$ cat config.mk
export PLATFORM = sky130hd
export DESIGN_NAME = alu_dp_core
export DESIGN_NICKNAME = d
export VERILOG_FILES = /design/src/rtl/alu_dp_pkg.sv /design/src/rtl/alu_opb_sel.sv /design/src/rtl/alu_addsub.sv /design/src/rtl/alu_logic.sv /design/src/rtl/alu_dp_core.sv
export SDC_FILE = /design/constraint.sdc
export NUM_CORES = 1
export LEC_CHECK = 0
export BUFFER_PORTS_ARGS = -buffer_cell sky130_fd_sc_hd__clkbuf_2
export CAP_MARGIN = 20
export CELL_PAD_IN_SITES_DETAIL_PLACEMENT = 1
export CELL_PAD_IN_SITES_GLOBAL_PLACEMENT = 1
export CORE_ASPECT_RATIO = 0.9
export CORE_MARGIN = 2
export CORE_UTILIZATION = 42
export DETAILED_ROUTE_END_ITERATION = 12
export PLACE_DENSITY_LB_ADDON = 0.3
export SYNTH_ARGS = -nofsm -noshare
export SYNTH_HDL_FRONTEND = slang
export SYNTH_SLANG_ARGS = --single-unit
$ cat constraint.sdc
create_clock -name vclk -period 4.9
set_input_delay 0.245 -clock vclk [all_inputs]
set_output_delay 0.245 -clock vclk [all_outputs]
set_load 0.03 [all_outputs]
$ cat src/rtl/alu_dp_pkg.sv
package alu_dp_pkg;
  typedef enum logic [2:0] {
    OP_MOV = 3'd0,
    OP_MVN = 3'd1,
    OP_ADD = 3'd2,
    OP_SUB = 3'd3,
    OP_AND = 3'd4,
    OP_ORR = 3'd5,
    OP_EOR = 3'd6,
    OP_BIC = 3'd7
  } alu_op_e;

  // low two bits of a bitwise op pick the function in the logic unit
  typedef enum logic [1:0] {
    LG_AND = 2'd0,
    LG_ORR = 2'd1,
    LG_EOR = 2'd2,
    LG_BIC = 2'd3
  } logic_fn_e;
endpackage

$ cat src/rtl/alu_opb_sel.sv
module alu_opb_sel #(
  parameter int DATA_W = 32,
  parameter int IMM_W  = 8
) (
  input  logic [DATA_W-1:0] reg_i,
  input  logic [IMM_W-1:0]  imm_i,
  input  logic              use_imm_i,
  output logic [DATA_W-1:0] opb_o
);
  localparam int EXT_W = DATA_W - IMM_W;

  logic [DATA_W-1:0] imm_ext;

  assign imm_ext = {{EXT_W{imm_i[IMM_W-1]}}, imm_i};
  assign opb_o   = use_imm_i ? imm_ext : reg_i;
endmodule

$ cat src/rtl/alu_addsub.sv
module alu_addsub #(
  parameter int DATA_W = 32
) (
  input  logic [DATA_W-1:0] a_i,
  input  logic [DATA_W-1:0] b_i,
  input  logic              sub_i,
  output logic [DATA_W-1:0] sum_o,
  output logic              cout_o
);
  localparam int SUM_W = DATA_W + 1;

  logic [DATA_W-1:0] b_eff;
  logic [SUM_W-1:0]  full;

  // subtract as a + ~b + 1; carry out then means no borrow
  assign b_eff  = sub_i ? ~b_i : b_i;
  assign full   = {1'b0, a_i} + {1'b0, b_eff} + SUM_W'(sub_i);
  assign sum_o  = full[DATA_W-1:0];
  assign cout_o = full[DATA_W];
endmodule

$ cat src/rtl/alu_logic.sv
module alu_logic
  import alu_dp_pkg::*;
#(
  parameter int DATA_W = 32
) (
  input  logic [DATA_W-1:0] a_i,
  input  logic [DATA_W-1:0] b_i,
  input  logic_fn_e         fn_i,
  output logic [DATA_W-1:0] y_o
);
  for (genvar i = 0; i < DATA_W; i++) begin : g_bit
    always_comb begin
      unique case (fn_i)
        LG_AND:  y_o[i] = a_i[i] & b_i[i];
        LG_ORR:  y_o[i] = a_i[i] | b_i[i];
        LG_EOR:  y_o[i] = a_i[i] ^ b_i[i];
        LG_BIC:  y_o[i] = a_i[i] & ~b_i[i];
        default: y_o[i] = 1'b0;
      endcase
    end
  end
endmodule

$ cat src/rtl/alu_dp_core.sv
module alu_dp_core
  import alu_dp_pkg::*;
#(
  parameter int DATA_W = 32,
  parameter int IMM_W  = 8
) (
  input  logic [2:0]        op_i,
  input  logic [DATA_W-1:0] opa_i,
  input  logic [DATA_W-1:0] opb_reg_i,
  input  logic [IMM_W-1:0]  imm_i,
  input  logic              use_imm_i,
  output logic [DATA_W-1:0] result_o,
  output logic              carry_o
);
  alu_op_e           op;
  logic [DATA_W-1:0] opb;
  logic [DATA_W-1:0] sum;
  logic              cout;
  logic [DATA_W-1:0] lg_y;
  logic              is_arith;

  assign op       = alu_op_e'(op_i);
  assign is_arith = (op == OP_ADD) || (op == OP_SUB);

  alu_opb_sel #(.DATA_W(DATA_W), .IMM_W(IMM_W)) u_opb (
    .reg_i    (opb_reg_i),
    .imm_i    (imm_i),
    .use_imm_i(use_imm_i),
    .opb_o    (opb)
  );

  alu_addsub #(.DATA_W(DATA_W)) u_addsub (
    .a_i   (opa_i),
    .b_i   (opb),
    .sub_i (op == OP_SUB),
    .sum_o (sum),
    .cout_o(cout)
  );

  alu_logic #(.DATA_W(DATA_W)) u_logic (
    .a_i (opa_i),
    .b_i (opb),
    .fn_i(logic_fn_e'(op_i[1:0])),
    .y_o (lg_y)
  );

  always_comb begin
    unique case (op)
      OP_MOV:  result_o = opb;
      OP_MVN:  result_o = ~opb;
      OP_ADD,
      OP_SUB:  result_o = sum;
      default: result_o = lg_y;
    endcase
  end

  assign carry_o = is_arith & cout;
endmodule

## Yosys cells after proc, flatten, opt, wreduce, memory -nomap -nowiden

Index checks and enable logic that the tools add are counted.

| cells by class | value |
|---|---|
| bitwise logic cells | 162 |
| add/sub/neg operators | 2 |
| muxes and demuxes | 35 |
| equality and inequality tests | 6 |
| reduce and logical (&&, ||, !) cells | 4 |

Operator list:

| kind | count |
|---|---|
| 1-bit one-hot mux with 4 select lines | 32 |
| 32-bit one-hot mux with 3 select lines | 1 |
| 1-bit bitwise AND | 65 |
| 32-bit two-way mux | 2 |
| 32-bit by 32-bit adder with 33-bit output | 1 |
| 33-bit by 1-bit adder with 33-bit output | 1 |
| 1-bit NOT | 32 |
| 32-bit NOT | 1 |
| 1-bit OR | 32 |
| 1-bit bitwise XOR | 32 |
| 3-bit by 2-bit == test with 1-bit output (second input constant) | 2 |
| 2-bit == test (second input constant) | 2 |
| 3-bit by 1-bit == test with 1-bit output (second input constant) | 1 |
| 3-bit logical NOT | 1 |
| 2-bit by 1-bit == test with 1-bit output (second input constant) | 1 |
| 2-bit logical NOT | 1 |
| 2-bit OR reduction | 1 |
| 1-bit logical OR | 1 |

| word-level totals | value |
|---|---|
| output and inout port bits | 33 |
| register bits | 0 |
| input port bits | 76 |

## Depth between registers and ports, before layout

| logic depth | value |
|---|---|
| depth in word-level cells | 6 |
| depth in mapped cells | 17 |
| mapped depth without buffers | 12 |

## Hierarchy

Synthesis repeated with hierarchy kept, for this count alone.

| unflattened totals | value |
|---|---|
| cell total of the unflattened synthesis | 764 |
| area total of the unflattened synthesis | 5704.2 µm² |

By module, submodules not included:

| module | instances | area an instance (µm²) | cells an instance |
|---|---|---|---|
| alu_addsub | 1 | 2100.8 | 300 |
| alu_logic | 1 | 1769.2 | 278 |
| alu_dp_core | 1 | 1280.0 | 148 |
| alu_opb_sel | 1 | 554.3 | 38 |

## Worst setup path after synthesis

Ideal clock, no wire load.

| timing path | value |
|---|---|
| path kind | input to output |
| from | input port op_i[0] |
| to | output port result_o[28] |
| slack | 0.779 ns |
| required time | 4.655 ns |
| path buffers | 6 |
| data arrival time | 3.876 ns |
| stages on the path | 17 |
| cell sequence | ha_1 buf_2 buf_2 buf_2 nor2b_1 buf_2 buf_2 xnor2_1 ha_1 clkbuf_1 nand4_1 or3_1 a211oi_1 o211ai_1 nand3_1 xnor2_1 o21ai_0 |

| on the way | value |
|---|---|
| longest elaborated chain between the ends | 5 |

Ends and longest elaborated chain:

| what | line | source |
|---|---|---|
| start, declared | alu_dp_core.sv:7 | `input logic [2:0] op_i,` |
| 3-bit by 2-bit == test with 1-bit output | alu_dp_core.sv:35, alu_dp_core.sv:48 |  |
| 32-bit two-way mux | alu_addsub.sv:16 | `assign b_eff = sub_i ? ~b_i : b_i;` |
| 32-bit by 32-bit adder with 33-bit output | alu_addsub.sv:17 | `assign full = {1'b0, a_i} + {1'b0, b_eff} + SUM_W'(sub_i);` |
| 33-bit by 1-bit adder with 33-bit output | alu_addsub.sv:17 |  |
| 32-bit one-hot mux with 3 select lines * | alu_dp_core.sv:48 | `unique case (op)` |
| end, declared | alu_dp_core.sv:12 | `output logic [DATA_W-1:0] result_o,` |

Every way passes the cells marked *; elsewhere a longest branch is shown, timed or not.

## Final worst setup path

| timing path | value |
|---|---|
| from | input port use_imm_i |
| to | output port carry_o |

| on the way | value |
|---|---|
| longest elaborated chain between the ends | 6 |

Ends and longest elaborated chain:

| what | line | source |
|---|---|---|
| start, declared | alu_dp_core.sv:11 | `input logic use_imm_i,` |
| 32-bit two-way mux * | alu_opb_sel.sv:15 | `assign opb_o = use_imm_i ? imm_ext : reg_i;` |
| 32-bit NOT | alu_addsub.sv:16 |  |
| 32-bit two-way mux * | alu_addsub.sv:16 |  |
| 32-bit by 32-bit adder with 33-bit output * | alu_addsub.sv:17 |  |
| 33-bit by 1-bit adder with 33-bit output * | alu_addsub.sv:17 |  |
| 1-bit bitwise AND * | alu_dp_core.sv:57 | `assign carry_o = is_arith & cout;` |
| end, declared | alu_dp_core.sv:13 | `output logic carry_o` |

Marked as above.

==> results.sh <==
export IMPL_postCtsSetupBuffers=0
export IMPL_p_int_mw=0.418
export IMPL_critPathLaunch="use_imm_i"
export IMPL_antenna_cells=0
export IMPL_clock_fmax_mhz=240
export IMPL_required_ns=4.66
export IMPL_syn_mean_instance_area_um2=7.09
export IMPL_tightest_slew_ns=1.12
export IMPL_vias=6119
export IMPL_nFlopsAndLatches=0
export IMPL_crit_chain="buf_4 -> buf_4 -> mux2i_4 -> xnor2_1 -> ha_1 -> nand4_1 -> or3_1 -> a211oi_1 -> o211ai_1 -> nand3_1 -> nand4_1 -> a21oi_1 -> clkbuf_2"
export IMPL_rsz0062_at_grt="false"
export IMPL_post_place_ws_ns=0.775
export IMPL_hpwl_um=15300
export IMPL_core_mm2=0.0127
export IMPL_synth_top_cell_by_area="ha_1"
export IMPL_p_sw_mw=0.705
export IMPL_place_inst=996
export IMPL_critPathMaxFanout=19
export IMPL_drc=0
export IMPL_die_area_mm2=0.0139
export IMPL_crit_arrival_ns=3.93
export IMPL_routed_wl_um=20100
export IMPL_start_util=0.431
export IMPL_synthesis_nets=921
export IMPL_syn_area_mm2=0.00546
export IMPL_ys_seq_area_frac=0
export IMPL_syn_inst=771
export IMPL_drt_initial_drc_count=308
export IMPL_setup_tns_ns=0
export IMPL_combPwrFrac=1.000
export IMPL_die_x_um=124
export IMPL_first_global_vias=6555
export IMPL_gp_congestion=0.965
export IMPL_outcome="complete, no violations"
export IMPL_power_mw=1.12
export IMPL_critPathKind="in -> out"
export IMPL_startpoint_type="input port"
export IMPL_seqCellArea_um2=0
export IMPL_max_slew_margin=0.255
export IMPL_ant_nets=0
export IMPL_finalCoreUtilization=0.479
export IMPL_vdd_ir_drop_worst_v=0.000100
export IMPL_grt_max_degree=65
export IMPL_dpl_cell_area_mm2=0.00603
export IMPL_hold_depth=5
export IMPL_swShare=0.628
export IMPL_synth_top_area_share=0.167
export IMPL_fin_cells=998
export IMPL_firstDrtPassIters=5
export IMPL_die_h_um=112
export IMPL_grt_overflow=0
export IMPL_grt_pass1_wl_um=33100
export IMPL_timing_hold_ws_ns=1.12
export IMPL_min_period_ns=4.17
export IMPL_leakage_nw=2.69
export IMPL_numPortBuffers=109
export IMPL_drive_above_1_share=0.199
export IMPL_critPathSlowestCell="buf_4"
export IMPL_powerDensity_mw_per_mm2=185
export IMPL_post_cts_resized=0
export IMPL_hold_path_class="in -> out"
export IMPL_crit_path_max_incr_delay_ns=0.50
export IMPL_min_period_over_period=0.851
export IMPL_setup_viol=0
export IMPL_synth_cell_type_count=62
export IMPL_synth_commonest_cells="75 x a21oi_1, 73 x ha_1, 70 x nand2_1, 70 x xnor2_1, 56 x o21ai_0"
export IMPL_wl_per_cell_um=20.2
export IMPL_yosys_warnings=0
export IMPL_synth_most_common_cell="a21oi_1"
export IMPL_antenna_found_initial=0
export IMPL_num_clock_buffers=0
export IMPL_synthTopCellsByArea="ha_1 17%, xnor2_1 11%, mux2i_4 7.0%, a21oi_1 6.9%, o21ai_0 5.1%"
export IMPL_syn_to_final_growth_pct=11.3
export IMPL_cp_end_kind="output port"
export IMPL_holdBufCountCts=0
export IMPL_grt_util_all_layers=0.282
export IMPL_setup_ws_ns=0.730
export IMPL_min_from="opb_reg_i[1]"
export IMPL_p_clk_frac=0
export IMPL_vias_per_cell=6.13
export IMPL_rows=39
export IMPL_drv_slew=0
export IMPL_finalHoldViolCount=0
export IMPL_io_pins=109
export IMPL_max_cap_violations=0
export IMPL_nets=986
export IMPL_post_route_cell_area_mm2=0.00608
export IMPL_pwr_share_seq=0
[path summary, 6_finish.rpt]
| path | endpoint | slack (ns) |
|---|---|---|
| setup / recovery | carry_o | 0.73 |
| hold / removal | result_o[1] | 1.12 |
[power groups by stage]
stage / clock [mW] / combinational [mW] / sequential, mW
floorplan: 0 / 0.812 / 0
detailed placement: 0 / 1.11 / 0
global route: 0 / 1.23 / 0
global placement: 0 / 1.07 / 0
CTS: 0 / 1.11 / 0
finish: 0 / 1.12 / 0
[placed cells by master, fill, tap and decap left out, types with 3 or more instances in the layout]
cell type / count
a21o_1: 19
buf_4: 12
a221oi_2: 3
nand4_1: 7
a211oi_1: 31
ha_1: 70
a311oi_1: 4
or3_1: 9
a31oi_1: 10
mux2i_1: 9
mux2i_2: 8
nor2_1: 27
a21boi_0: 3
nor2b_1: 4
mux2i_4: 17
o21bai_1: 6
a22o_1: 4
o211ai_1: 6
o31ai_1: 5
or2_2: 4
ha_2: 3
nand2_1: 70
nand2b_1: 5
o21ai_0: 56
and3_1: 24
a21oi_1: 75
inv_1: 44
xor2_1: 18
clkbuf_2: 108
nor3_1: 27
nand3b_1: 3
xnor2_1: 70
nand3_1: 15
o22ai_1: 21
[final cells by class]
cell class / instances / area (um^2)
Fill cell: 1695 / 6610
Multi-Input combinational cell: 668 / 5030
Timing Repair Buffer: 122 / 678
Tap cell: 164 / 205
Inverter: 44 / 165
[cell families after synthesis]
kind of cell,share of synthesized area
compound gates,0.318
xor+xnor,0.141
fa+ha+maj,0.171
buf+inv,0.0822
mux,0.107
simple gates,0.181
[metal layers]
metal,global-route usage,vias up,routed length (um)
met1,0.388,2962,9500
met2,0.487,171,9400
met3,0.0181,28,934
li1,-,2958,-
met4,0.0584,0,289
met5,0,-,0
[worst max-delay path, delay by kind of cell]
family / cells / cell delay, ns
adders and majority gates: 1 / 0.49
AOI/OAI and AO/OA: 3 / 0.56
xor gates and xnor gates: 1 / 0.11
buffers and inverters: 3 / 1.19
muxes: 1 / 0.38
and+or+nand+nor: 4 / 0.94
No activity file was read; power rests on OpenSTA's default activity.
